### config.mk
export PLATFORM = sky130hd
export DESIGN_NAME = atten_serial_prog
export DESIGN_NICKNAME = d
export VERILOG_FILES = /design/src/rtl/atten_prog_pkg.sv /design/src/rtl/atten_word_build.sv /design/src/rtl/atten_phase_timer.sv /design/src/rtl/atten_shift_seq.sv /design/src/rtl/atten_serial_prog.sv
export SDC_FILE = /design/constraint.sdc
export NUM_CORES = 1
export LEC_CHECK = 0
export ABC_AREA = 1
export BUFFER_PORTS_ARGS = -buffer_cell sky130_fd_sc_hd__buf_2
export CAP_MARGIN = 20
export CORE_ASPECT_RATIO = 1.25
export CORE_UTILIZATION = 49
export CTS_CLUSTER_SIZE = 30
export DETAILED_ROUTE_END_ITERATION = 6
export GPL_TIMING_DRIVEN = 0
export PLACE_DENSITY = 0.7
export SLEW_MARGIN = 0
export SYNTH_ARGS = -nofsm -noshare
export SYNTH_HDL_FRONTEND = slang
export SYNTH_SLANG_ARGS = --single-unit
### constraint.sdc
create_clock -name clk -period 2.1 [get_ports clk]
set_input_delay 0.105 -clock clk [delete_from_list [all_inputs] [get_ports clk]]
set_output_delay 0.105 -clock clk [all_outputs]
set_load 0.005 [all_outputs]
### src/rtl/atten_prog_pkg.sv
package atten_prog_pkg;

   typedef enum logic [2:0] {
      ST_IDLE,
      ST_LO,
      ST_HI,
      ST_LESU,
      ST_LEHI,
      ST_GAP
   } seq_state_t;

   function automatic int cyc_max(input int a, input int b, input int c,
                                  input int d, input int e);
      int m;
      m = a;
      if (b > m) m = b;
      if (c > m) m = c;
      if (d > m) m = d;
      if (e > m) m = e;
      return m;
   endfunction

endpackage

### src/rtl/atten_word_build.sv
module atten_word_build #(
   parameter int REQ_W  = 8,
   parameter int CODE_W = 7
) (
   input  logic [REQ_W-1:0]  req_value,
   output logic [CODE_W:0]   word,
   output logic              over
);
   logic [CODE_W-1:0] code;

   generate
      if (REQ_W > CODE_W) begin : g_clamp
         assign over = |req_value[REQ_W-1:CODE_W];
         assign code = over ? {CODE_W{1'b1}} : req_value[CODE_W-1:0];
      end else begin : g_direct
         assign over = 1'b0;
         assign code = CODE_W'(req_value);
      end
   endgenerate

   // bit above the code is a don't-care on the wire; always sent as 0
   assign word = {1'b0, code};

endmodule

### src/rtl/atten_phase_timer.sv
module atten_phase_timer #(
   parameter int TW = 4
) (
   input  logic          clk,
   input  logic          rst_n,
   input  logic          load,
   input  logic [TW-1:0] load_val,
   output logic          expired
);
   logic [TW-1:0] cnt;

   always_ff @(posedge clk or negedge rst_n) begin
      if (!rst_n)          cnt <= '0;
      else if (load)       cnt <= load_val;
      else if (cnt != '0)  cnt <= cnt - 1'b1;
   end

   assign expired = (cnt == '0);

endmodule

### src/rtl/atten_shift_seq.sv
module atten_shift_seq
   import atten_prog_pkg::*;
#(
   parameter int WORD_W       = 8,
   parameter int TW           = 4,
   parameter int SCLK_HI_CYC  = 2,
   parameter int SCLK_LO_CYC  = 3,
   parameter int LE_SETUP_CYC = 1,
   parameter int LE_PULSE_CYC = 2,
   parameter int GAP_CYC      = 8
) (
   input  logic              clk,
   input  logic              rst_n,
   input  logic              req_valid,
   input  logic [WORD_W-1:0] word,
   input  logic              expired,
   output logic              load,
   output logic [TW-1:0]     load_val,
   output logic              ready,
   output logic              ser_clk,
   output logic              ser_data,
   output logic              ser_le
);
   localparam int BW = (WORD_W > 1) ? $clog2(WORD_W) : 1;

   seq_state_t        state, nxt;
   logic [WORD_W-1:0] shreg;
   logic [BW-1:0]     bit_idx;
   logic              last_bit;
   logic              accept;

   assign ready    = (state == ST_IDLE);
   assign accept   = ready && req_valid;
   assign last_bit = (bit_idx == BW'(WORD_W-1));

   always_comb begin
      nxt      = state;
      load     = 1'b0;
      load_val = '0;
      unique case (state)
         ST_IDLE: if (accept) begin
            nxt = ST_LO; load = 1'b1; load_val = TW'(SCLK_LO_CYC-1);
         end
         ST_LO: if (expired) begin
            nxt = ST_HI; load = 1'b1; load_val = TW'(SCLK_HI_CYC-1);
         end
         ST_HI: if (expired) begin
            load = 1'b1;
            if (last_bit) begin
               nxt = ST_LESU; load_val = TW'(LE_SETUP_CYC-1);
            end else begin
               nxt = ST_LO;   load_val = TW'(SCLK_LO_CYC-1);
            end
         end
         ST_LESU: if (expired) begin
            nxt = ST_LEHI; load = 1'b1; load_val = TW'(LE_PULSE_CYC-1);
         end
         ST_LEHI: if (expired) begin
            nxt = ST_GAP; load = 1'b1; load_val = TW'(GAP_CYC-1);
         end
         ST_GAP: if (expired) nxt = ST_IDLE;
         default: nxt = ST_IDLE;
      endcase
   end

   always_ff @(posedge clk or negedge rst_n) begin
      if (!rst_n) begin
         state    <= ST_IDLE;
         shreg    <= '0;
         bit_idx  <= '0;
         ser_clk  <= 1'b0;
         ser_data <= 1'b0;
         ser_le   <= 1'b0;
      end else begin
         state   <= nxt;
         ser_clk <= (nxt == ST_HI);
         ser_le  <= (nxt == ST_LEHI);
         if (accept) begin
            shreg    <= word;
            ser_data <= word[0];
            bit_idx  <= '0;
         end else if (state == ST_HI && expired) begin
            if (last_bit) begin
               ser_data <= 1'b0;
            end else begin
               shreg    <= shreg >> 1;
               ser_data <= shreg[1];
               bit_idx  <= bit_idx + 1'b1;
            end
         end
      end
   end


   le_clk_low_chk: assert property (@(posedge clk) disable iff (!rst_n)
      ser_le |-> !ser_clk);


   data_setup_chk: assert property (@(posedge clk) disable iff (!rst_n)
      $rose(ser_clk) |-> $stable(ser_data));


   data_hold_chk: assert property (@(posedge clk) disable iff (!rst_n)
      (ser_clk && $past(ser_clk)) |-> $stable(ser_data));


   gap_after_commit_chk: assert property (@(posedge clk) disable iff (!rst_n)
      $fell(ser_le) |-> !ready);

endmodule

### src/rtl/atten_serial_prog.sv
module atten_serial_prog
   import atten_prog_pkg::*;
#(
   parameter int REQ_W          = 8,
   parameter int CODE_W         = 7,
   parameter int SCLK_HI_CYC    = 2,
   parameter int SCLK_LO_CYC    = 3,
   parameter int MIN_PERIOD_CYC = 5,
   parameter int SETUP_CYC      = 1,
   parameter int HOLD_CYC       = 1,
   parameter int LE_SETUP_CYC   = 1,
   parameter int LE_PULSE_CYC   = 2,
   parameter int GAP_CYC        = 2000
) (
   input  logic             clk,
   input  logic             rst_n,
   input  logic             req_valid,
   input  logic [REQ_W-1:0] req_value,
   output logic             req_ready,
   output logic             busy,
   output logic             clamped,
   output logic             ser_clk,
   output logic             ser_data,
   output logic             ser_le
);
   localparam int WORD_W   = CODE_W + 1;
   localparam int MAX_CODE = (1 << CODE_W) - 1;
   localparam int TMR_MAX  = cyc_max(SCLK_HI_CYC, SCLK_LO_CYC, LE_SETUP_CYC,
                                     LE_PULSE_CYC, GAP_CYC);
   localparam int TW       = $clog2(TMR_MAX + 1);

   generate
      if (SCLK_HI_CYC < 1 || SCLK_LO_CYC < 1 || LE_SETUP_CYC < 1 ||
          LE_PULSE_CYC < 1 || GAP_CYC < 1) begin : g_bad_zero
         $error("every phase length must be at least one cycle");
      end
      if (SCLK_LO_CYC < SETUP_CYC) begin : g_bad_setup
         $error("clock low phase shorter than data setup");
      end
      if (SCLK_HI_CYC < HOLD_CYC) begin : g_bad_hold
         $error("clock high phase shorter than data hold");
      end
      if (SCLK_HI_CYC + SCLK_LO_CYC < MIN_PERIOD_CYC) begin : g_bad_period
         $error("serial clock period below minimum");
      end
      if (CODE_W < 1 || REQ_W < 1) begin : g_bad_width
         $error("widths must be positive");
      end
   endgenerate

   logic [WORD_W-1:0] word;
   logic              over;
   logic              t_load;
   logic [TW-1:0]     t_val;
   logic              t_exp;
   logic              rdy;

   atten_word_build #(.REQ_W(REQ_W), .CODE_W(CODE_W)) u_word (
      .req_value (req_value),
      .word      (word),
      .over      (over)
   );

   atten_phase_timer #(.TW(TW)) u_tmr (
      .clk      (clk),
      .rst_n    (rst_n),
      .load     (t_load),
      .load_val (t_val),
      .expired  (t_exp)
   );

   atten_shift_seq #(
      .WORD_W       (WORD_W),
      .TW           (TW),
      .SCLK_HI_CYC  (SCLK_HI_CYC),
      .SCLK_LO_CYC  (SCLK_LO_CYC),
      .LE_SETUP_CYC (LE_SETUP_CYC),
      .LE_PULSE_CYC (LE_PULSE_CYC),
      .GAP_CYC      (GAP_CYC)
   ) u_seq (
      .clk      (clk),
      .rst_n    (rst_n),
      .req_valid(req_valid),
      .word     (word),
      .expired  (t_exp),
      .load     (t_load),
      .load_val (t_val),
      .ready    (rdy),
      .ser_clk  (ser_clk),
      .ser_data (ser_data),
      .ser_le   (ser_le)
   );

   always_ff @(posedge clk or negedge rst_n) begin
      if (!rst_n)                clamped <= 1'b0;
      else if (req_valid && rdy) clamped <= over;
   end

   assign req_ready = rdy;
   assign busy      = ~rdy;


   clamp_flag_chk: assert property (@(posedge clk) disable iff (!rst_n)
      (req_valid && req_ready && (int'(req_value) > MAX_CODE)) |=> clamped);


   accept_drops_ready_chk: assert property (@(posedge clk) disable iff (!rst_n)
      (req_valid && req_ready) |=> !req_ready);


   idle_pins_chk: assert property (@(posedge clk) disable iff (!rst_n)
      req_ready |-> (!ser_clk && !ser_data && !ser_le));


   busy_keeps_flag_chk: assert property (@(posedge clk) disable iff (!rst_n)
      (!req_ready && $past(!req_ready)) |-> $stable(clamped));

endmodule

# --- Yosys cells after proc, flatten, opt, wreduce, memory -nomap -nowiden ---
# Index checks and enable logic that the tools add are counted.
op_classes:
  n_shift: 0
  multipliers: 0
  n_addsub: 2
  n_reduce_logical: 10
  n_mux: 29
  bitwise: 1
  div_mod_pow: 0
  magnitude_cmp: 0
  n_eq_ne: 9
op_table:
  columns: ["operator", "count"]
  rows:
  - ["two-way mux 11 bit", 4]
  - ["one-hot mux 11 bit (4 select lines)", 1]
  - ["two-way mux 3 bit", 9]
  - ["two-way mux 8 bit", 3]
  - ["one-hot mux 3 bit (6 select lines)", 1]
  - ["== test 3 bit (second input constant)", 4]
  - ["zero test 11 bit", 1]
  - ["nonzero test 11 bit", 1]
  - ["subtractor 11 x 1 -> 11 bit (second input constant)", 1]
  - ["== test 3 x 2 -> 1 bit (second input constant)", 3]
  - ["two-way mux 7 bit", 1]
  - ["two-way mux 1 bit", 6]
  - ["two-way mux 2 bit", 3]
  - ["nonzero test 2 bit", 2]
  - ["OR reduction 4 bit", 1]
  - ["adder 3 x 1 -> 3 bit (second input constant)", 1]
  - ["== test 3 x 1 -> 1 bit (second input constant)", 1]
  - ["zero test 3 bit", 1]
  - ["logical AND 1 bit", 2]
  - ["!= test 2 bit (second input constant)", 1]
  - ["one-hot mux 1 bit (2 select lines)", 1]
  - ["AND reduction 2 bit", 1]
  - ["OR reduction 2 bit", 1]
  - ["NOT 1 bit", 1]
word_totals:
  input_bits: 11
  ff_bits: 29
  wordCells: 59
  latch_bits: 0
  memories: 0
  ramBits: 0
  romBits: 0

# --- Logic depth before layout (Yosys ltp) ---
# Gate-level depths: netlist (run 1).
depth:
  word_depth: 5
  ltp_mapped: 10
  mapped_depth_nobuf: 10

# --- Cells and area by module ---
# Synthesis (run 1) repeated with hierarchy kept, for this count alone.
unflattened:
  cells_unflattened: 255
  hier_area_um2: 1819.2
modules_own_cells:
  columns: ["module", "cells_each", "seq_area_each_um2", "area_per_inst_um2", "n_inst"]
  rows:
  - ["atten_shift_seq", 122, 400.4, 944.7, 1]
  - ["atten_phase_timer", 109, 275.3, 754.5, 1]
  - ["atten_word_build", 18, 0.0, 75.1, 1]
  - ["atten_serial_prog", 6, 25.0, 45.0, 1]

# --- Worst setup path before layout (run 1) ---
# OpenSTA, ideal clock, no wires.
synth_path:
  path_type: "register -> register"
  from: "register u_tmr.cnt[0]"
  to: "register u_seq.ser_clk"
  path_stages_with_launch: 10
  setup_ns: 0.113
  slack_ns: 0.586
  synth_period_minus_slack_ns: 1.514
  t_arrival_ns: 1.401
  n_path_buf: 0
  required_ns: 1.987
  path_cell_list: "dfrtp_1 -> inv_1 -> ha_1 -> nand2_2 -> nor2_8 -> nand3b_2 -> nand2_1 -> nor2_2 -> nand2_1 -> inv_1"
synth_via:
  elab_chain_len: 4
synth_lines:
  columns: ["item", "line", "text"]
  rows:
  - ["from (decl)", "atten_phase_timer.sv:10", "logic [TW-1:0] cnt;"]
  - ["from (signal assigned)", "atten_phase_timer.sv:14", "else if (load) cnt <= load_val;"]
  - ["from (signal assigned)", "atten_phase_timer.sv:15", "else if (cnt != '0) cnt <= cnt - 1'b1;"]
  - ["zero test 11 bit (*)", "atten_phase_timer.sv:18", "assign expired = (cnt == '0);"]
  - ["two-way mux 3 bit, on equally long branches", null, null]
  - ["one-hot mux 3 bit (6 select lines) (*)", "atten_shift_seq.sv:40", "unique case (state)"]
  - ["== test 3 x 2 -> 1 bit (*)", "atten_shift_seq.sv:76", "ser_clk <= (nxt == ST_HI);"]
  - ["to (signal assigned)", "atten_shift_seq.sv:76", null]
  - ["to (decl)", "atten_shift_seq.sv:20", "output logic ser_clk,"]
# Mark *: on every way between the ends. The rest lies on a longest branch, timed or not.
# A chain may end at the register's enable or synchronous reset.

# --- Worst setup path in the final report (run 1) ---
# Same ends and word-level chain as after synthesis.

==> reports/qor.txt, run 1 <==
Fmax = 560 MHz
Synth Instances = 190
Residual DRC = 0
All-layer global routing usage = 20.3%
Area leader, netlist = dfrtp_1
Gr ovfl total = 0
Top_reg_cell synth = dfrtp_1
Worst Hold Margin = 0.0102 ns
Layout cells sized above 1 = 18.8%
Synth area leaders = dfrtp_1 44%, nand2_1 13%, nand3_1 7.6%
WS Path Type = reg -> reg
CTS tree = done
Total negative slack = 0 ns
Worst path cell trace = inv_1 -> ha_1 -> nand2_2 -> nor2_8 -> nand3b_2 -> nand2_1 -> nor2_2 -> nand2_1 -> inv_1
Yosys Warn Count = 0
Area Growth Syn to Fin = 12.0%
Sequential share of power = 67.3%
Routability Congestion = 0.844
Mean number of vias per cell = 5.18
Post-Syn Area per Cell = 8.01 um2
CTS buffer count = 3
Clock Power Share = 29.4%
Worst rel slew slack = 60.3%
Part of the cycle the worst path needs = 85.1%
Power Internal = 602 uW
Post-Syn Area = 0.00152 mm2
Setup violators final = 0
DR iter-0 viols = 43
Final std cells w/o fill = 249
Port buffer count = 16
Vias = 1291
EDFF count, synth = 0
Critical Path Start Type = flip-flop
Async SR Flop Fraction = 100%
Core box area = 0.00295 mm2
Aggregate routed wire length = 2920 um
PwrDens = 453 mW/mm2
Netlist cell types = 29
Post-Synth Simple-Gate Area = 35.7%
Dpl cells = 242
CP Data Arrival Time = 2.02 ns
Routed Antenna Nets = 0
Initial Utilization = 51.7%
Leak = 0.000943 uW
Critical Path Fanout Max = 10
XOR/XNOR share of the synthesized area = 2.30%
Buf/Inv on CP = 2
Max-slew violations = 0
Die height = 64.3 um
R2R Setup Slk = 0.31 ns
Complex-gate fraction of the synthesized area = 9.13%
Worst Skew = 0.0177 ns
Sequential area share after synthesis = 44.4%
CTS root buf = clkbuf_4
Syn Nets = 204
Post-DP HPWL = 2130 um
Minimum clock period = 1.79 ns
Hold Fails Final Rpt = 0
I/O pins = 17
Drt pass-1 iters = 4
CTS HTree Levels = 1
Multiplexer share of the synthesized area = 0%
Vias in the first global route = 1228
Num rows = 22
Top-count cell post-synth = nand2_1
Commonest cells post-synth = 51 x nand2_1, 27 x dfrtp_1, 23 x nand3_1
Clk slew on worst S/H paths = 0.16 ns
Max Cap Viol = 0
Register bit total from synthesis = 27
VDD IR-drop max = 0.351 mV
Drt wl/cell = 11.7 um
Initial antenna violation count = 0
CTS max path bufs = 2
Max incr delay on CP = 0.43 ns
Setup bufs post-CTS = 0
Net count, final = 228
Combinational family with the most area after synthesis = simple AND/OR/NAND/NOR gates
Hold Crit Class = in -> reg
Outcome = complete, no violations
First-pass GRT wire length = 5150 um
RSZ-0062 raised after global routing = false
Largest net degree at the start of global routing = 28
Worst-Skew Late Latency = 0.33 ns
Critical-path top delay cell = dfrtp_1
Switching Fraction = 22.1%
DIE AREA = 0.00333 mm2
Kind of cell adding the most delay to the critical path = simple AND/OR/NAND/NOR gates
ANT cells = 0
Share of the synthesized area in the top cell type = 44.4%
Adder-cell share of the synthesized area = 2.47%
Psw = 171 uW
CP required = 2.33 ns
Die width = 51.8 um
Comb pwr share = 3.2%
Final core utilization = 57.9%
Slew of the pin with the lowest slew margin = 0.596 ns
Critical Path Sink Type = flip-flop
CTS Sinks = 27
worst register-to-register path: cells and delay by family, from the launching register on:
family | cells | cell delay, ns
adders and majority gates | 1 | 0.21
buffers and inverters | 2 | 0.16
DFF | 1 | 0.43
and+or+nand+nor | 6 | 0.88
per-layer routing:
layer	part of all wire [%]	GRT usage, %
met1	45	24.8
met2	52	36.1
met3	2.8	3.10
met4	0.62	5.07
met5	0	0
cell families (layout without fill, tap and decap cells):
family,Yosys count,after routing
AO/OA/AOI/OAI,26,26
XOR/XNOR,4,4
adder cells (fa/ha/maj),3,3
buffers and inverters,23,46
flip-flops,27,27
AND/OR/NAND/NOR,107,107
final cells by class:
cell class	instances	area, um2
Clock buffer	3	22.5
Timing Repair Buffer	19	110
Inverter	21	78.8
Tap cell	36	45.0
Clock inverter	1	5.00
Fill cell	272	1240
Multi-Input combinational cell	140	754
Buffer	2	12.5
Sequential cell	27	676
path summary, 6_finish.rpt:
check	startpoint	to	cells past startpoint
hold reg to reg	clamped$_DFFE_PN0P_	clamped$_DFFE_PN0P_	2
max in group asynchronous	rst_n	u_seq.state[1]$_DFF_PN0_	2
setup reg to reg	u_tmr.cnt[0]$_DFFE_PN0P_	u_seq.ser_clk$_DFF_PN0_	9
hold / removal	req_value[4]	u_seq.shreg[4]$_DFFE_PN0P_	3
setup / recovery	u_tmr.cnt[0]$_DFFE_PN0P_	u_seq.ser_clk$_DFF_PN0_	9
min in group asynchronous	rst_n	u_tmr.cnt[3]$_DFFE_PN0P_	2
stage by stage:
step / power (uW) / cell area, um2 / setup WS, ns
3_5_place_dp: 551 / 1650 / 0.336
6_report: 772 / 1700 / 0.313
3_3_place_gp: 550 / 1650 / 0.372
5_1_grt: 799 / 1700 / 0.180
2_1_floorplan: 530 / 1520 / 0.586
4_1_cts: 779 / 1700 / 0.304
cell usage in the layout, fill, tap and decap left out:
master         instances
nand4_2                1
xor2_1                 4
buf_4                  1
nor3_2                 1
o22ai_1                1
a21oi_1                7
o31ai_1                1
o21ai_0               15
ha_1                   3
nor2_2                 2
nand4_4                1
nand2_4                2
o211ai_1               1
nand3b_2               1
a21o_1                 1
nor3_1                 1
buf_2                 17
nand3_2                2
clkinv_2               1
nor2_4                 1
nand2_2                2
nand4_1                1
nor2_8                 1
dfrtp_1               27
nor2_1                15
nand2_1               51
nand3b_1               2
inv_1                 17
dlygate4sd3_1          3
inv_2                  4
clkbuf_4               3
nand3_1               23
power by group through the flow:
| stage | Clock (uW) | Combinational (uW) | Sequential, uW |
|---|---|---|---|
| floorplan | 0 | 0.384 | 530 |
| finish | 227 | 24.9 | 520 |
| CTS | 234 | 25.6 | 520 |
| global placement | 0 | 20.7 | 530 |
| detailed placement | 0 | 21.6 | 530 |
| global route | 250 | 28.4 | 520 |
registers in the layout, summed over array words and instances, names as in the netlist:
register / count
u_seq.ser_clk: 1
u_seq.shreg: 6
u_seq.ser_data: 1
u_tmr.cnt: 11
clamped: 1
u_seq.bit_idx: 3
u_seq.state: 3
u_seq.ser_le: 1
what timing repair did:
action	in CTS	in global routing
gates resized for setup	0	0
hold buffers	3	0
endpoints found under the hold margin	29	0
(Power assumes the default switching activity.)
==> inputs of run 2 (changes only) <==
ABC_AREA = unset   (was 1)
SLEW_MARGIN = unset   (was 0)
clock period = 1.91 ns   (was 2.1 ns; I/O delays follow)
==> run 2 against run 1 <==
Effect of this change:
- the run now ends with setup timing left
- non-clock buffer count grew 23
- final cell count shrank 12%
- synthesized cell count shrank 23%
- largest power group is now combinational cells
==> reports/qor.txt, run 2 <==
ANT cells = 0 (unchanged)
Biggest register = u_tmr.cnt
Combinational family with the most area after synthesis = simple AND/OR/NAND/NOR gates
Vias in the first global route = 1323 (+7.7%)
Syn Nets = 160 (-22%)
Switching Fraction = 37.6% (+15 points)
Commonest cells post-synth = 27 x dfrtp_1, 14 x nor2_1, 13 x a21oi_1
Final core utilization = 66.8% (+8.9 points)
CTS tree = done
Part of the cycle the worst path needs = 114% (+29 points)
CP required = 2.15 ns (-0.18 ns)
Vias = 1278 (-1.0%)
Hold Crit Class = in -> reg
Power Internal = 1430 uW (+140%)
Largest register FFs = 11 (unchanged)
Most common cell after layout, fill and taps aside = dfrtp_1
I/O pins = 17 (unchanged)
Mean number of vias per cell = 5.84 (+13%)
Post-Syn Area = 0.00143 mm2 (-6.0%)
Psw = 858 uW (+400%)
CTS root buf = clkbuf_4
Net count, final = 200 (-12%)
Adder-cell share of the synthesized area = 2.62% (+0.16 points)
Clk slew on worst S/H paths = 0.14 ns (-0.02 ns)
Max-slew violations = 0 (unchanged)
VDD IR-drop max = 0.747 mV (+110%)
Multiplexer share of the synthesized area = 4.20% (+4.2 points)
Drt wl/cell = 15.6 um (+33%)
Routed Antenna Nets = 0 (unchanged)
Synth Instances = 146 (-23%)
Comb pwr share = 45.9% (+43 points)
Area Growth Syn to Fin = 27.6%
Critical Path Sink Type = flip-flop
Overall power = 2280 uW (+200%)
CTS Sinks = 27 (unchanged)
Share of the synthesized area in the top cell type = 47.2% (+2.8 points)
Failing checks = setup timing
Die height = 62.4 um (-3.0%)
Async SR Flop Fraction = 100% (unchanged)
RSZ-0062 raised after global routing = true
DP Area = 0.00155 mm2 (-6.0%)
Core box area = 0.00273 mm2 (-7.2%)
Layout cells sized above 1 = 31.4% (+13 points)
Critical Path Start Type = flip-flop
Hold Fails Final Rpt = 0 (unchanged)
Fin area = 0.00183 mm2 (+7.1%)
Sequential share of power = 43.3% (-24 points)
Largest net degree at the start of global routing = 28 (unchanged)
Top-count cell post-synth = dfrtp_1
Sequential area share after synthesis = 47.2% (+2.8 points)
CP Data Arrival Time = 2.42 ns (+0.40 ns)
CTS buffer count = 3 (unchanged)
Fmax = 459 MHz (-18%)
Register bit total from synthesis = 27 (unchanged)
Initial antenna violation count = 0 (unchanged)
Worst rel slew slack = 59.5% (-0.81 points)
Slew of the pin with the lowest slew margin = 0.608 ns (+0.0122 ns)
Worst-Skew Late Latency = 0.33 ns (about the same)
Post-Synth Simple-Gate Area = 22.1% (-14 points)
Clock Power Share = 10.8% (-19 points)
Max Cap Viol = 0 (unchanged)
XOR/XNOR share of the synthesized area = 3.67% (+1.4 points)
Complex-gate fraction of the synthesized area = 15.4% (+6.3 points)
Worst Skew = 0.00994 ns (-0.00777 ns)
Initial Utilization = 52.3% (+0.68 points)
First-pass GRT wire length = 5900 um (+15%)
Gr ovfl total = 0 (unchanged)
Setup violators final = 18 (+18)
Netlist cell types = 42 (+45%)
CTS HTree Levels = 1 (unchanged)
Die width = 50.3 um (-2.9%)
Minimum clock period = 2.18 ns (+0.393 ns)
Drt pass-1 iters = 4 (unchanged)
WS Path Type = reg -> reg
Commonest non-fill, non-tap cells in the layout = 27 x dfrtp_1, 17 x buf_4, 15 x buf_2, 13 x nor2_1
Residual DRC = 0 (unchanged)
Post-DP HPWL = 2090 um (-1.7%)
Top_reg_cell synth = dfrtp_1
Post-Syn Area per Cell = 9.80 um2 (+22%)
CTS max path bufs = 2 (unchanged)
Area leader, netlist = dfrtp_1
Aggregate routed wire length = 3410 um (+17%)
Port buffer count = 15 (-1)
DIE AREA = 0.00314 mm2 (-5.8%)
DR iter-0 viols = 44 (+2.3%)
Leak = 0.000832 uW (-12%)
Setup WS post-layout = -0.270 ns (-0.583 ns)
Synth area leaders = dfrtp_1 47%, a21oi_1 4.5%, mux2i_1 4.2%
All-layer global routing usage = 24.8% (+4.5 points)
Routability Congestion = 0.771 (-8.7%)
Total negative slack = -2.47 ns (-2.47 ns)
PwrDens = 1250 mW/mm2 (+180%)
Critical Path Fanout Max = 4 (-6)
Outcome = finished with violations
Yosys Warn Count = 0 (unchanged)
EDFF count, synth = 0 (unchanged)
Fillers = 228 (-16%)
Regs by FF count = u_tmr.cnt (11), u_seq.shreg (6)
Num rows = 21 (-4.5%)
-- run 2: cell count changes after synthesis, sizes merged, moves of 5 or more --
| cell | change |
|---|---|
| nor2 | -5 |
| or4 | +5 |
| clkbuf | +6 |
| mux2i | +6 |
| nand3 | -25 |
| a21oi | +6 |
| nand2 | -46 |
| o21ai | -10 |
| nor3 | +7 |
| xnor2 | +5 |
| inv | -16 |
-- run 2: metrics by stage --
stage | cells | setup slack (ns) | hold slack, ns
floorplan | 146 | -0.348 | -0.200
global placement | 195 | -0.531 | 0.140
detailed placement | 195 | -0.564 | 0.141
CTS | 216 | -0.258 | 0.0194
global route | 219 | -0.331 | 0.0345
finish | 219 | -0.270 | 0.0213
-- run 2: layout make-up --
class | count | area, um2 | area share (%)
inverters | 5 | 18.8 | 1.03
clock buffers | 4 | 26.3 | 1.44
flip-flops and latches | 27 | 676 | 37.0
well taps | 34 | 42.5 | 2.33
plain buffers | 6 | 32.5 | 1.78
multi-input cells | 105 | 762 | 41.7
repair buffers | 38 | 268 | 14.7
-- run 2: layer usage --
| layer | wire [um] | share of wire (%) | global-route usage, % | vias to the layer above |
|---|---|---|---|---|
| met1 | 1410 | 41 | 30.9 | 618 |
| met2 | 1830 | 54 | 42.5 | 37 |
| met3 | 101 | 3.0 | 3.16 | 10 |
| li1 | - | - | - | 613 |
| met5 | 0 | 0 | 0 | - |
| met4 | 65 | 1.9 | 10.1 | 0 |
-- run 2: worst paths after layout --
path                                              end  cells past startpoint                startpoint  slack (ns)
min in group asynchronous    u_tmr.cnt[6]$_DFFE_PN0P_                      2                     rst_n        0.29
hold / removal             u_seq.shreg[5]$_DFFE_PN0P_                      3              req_value[5]        0.02
max in group asynchronous  u_seq.shreg[2]$_DFFE_PN0P_                      2                     rst_n        1.21
hold reg to reg                   clamped$_DFFE_PN0P_                      2       clamped$_DFFE_PN0P_        0.51
setup reg to reg             u_tmr.cnt[0]$_DFFE_PN0P_                      6  u_tmr.cnt[1]$_DFFE_PN0P_       -0.27
setup / recovery             u_tmr.cnt[0]$_DFFE_PN0P_                      6  u_tmr.cnt[1]$_DFFE_PN0P_       -0.27
-- run 2: repair_timing --
item,in CTS,in global routing
endpoints found under the setup margin,26,26
pin swaps,15,3
buffers inserted,19,3
hold buffers,2,0
hold endpoints to repair,28,0
resized for setup,24,3
-- run 2: power by group through the flow --
| stage | clock network (uW) | registers (uW) | logic [uW] |
|---|---|---|---|
| after detailed placement | 0 | 1010 | 697 |
| after CTS | 258 | 982 | 952 |
| final | 246 | 989 | 1050 |
| after global routing | 280 | 1020 | 1170 |
| after floorplan | 0 | 963 | 548 |
| after global placement | 0 | 992 | 669 |
-- run 2: cells by family (layout without fill, tap and decap cells) --
group,after synthesis,after routing
AOI/OAI and AO/OA,34,34
xor gates and xnor gates,6,6
adders and majority gates,3,3
buffers and inverters,14,53
DFF,27,27
muxes,6,6
and+or+nand+nor,56,56
-- run 2: critical path: stages (launching register included) --
cell,delay [ns]
dfrtp_1,0.43
inv_2,0.09
ha_4,0.13
or3b_4,0.40
or4_4,0.47
a2111o_1,0.40
and3_1,0.16
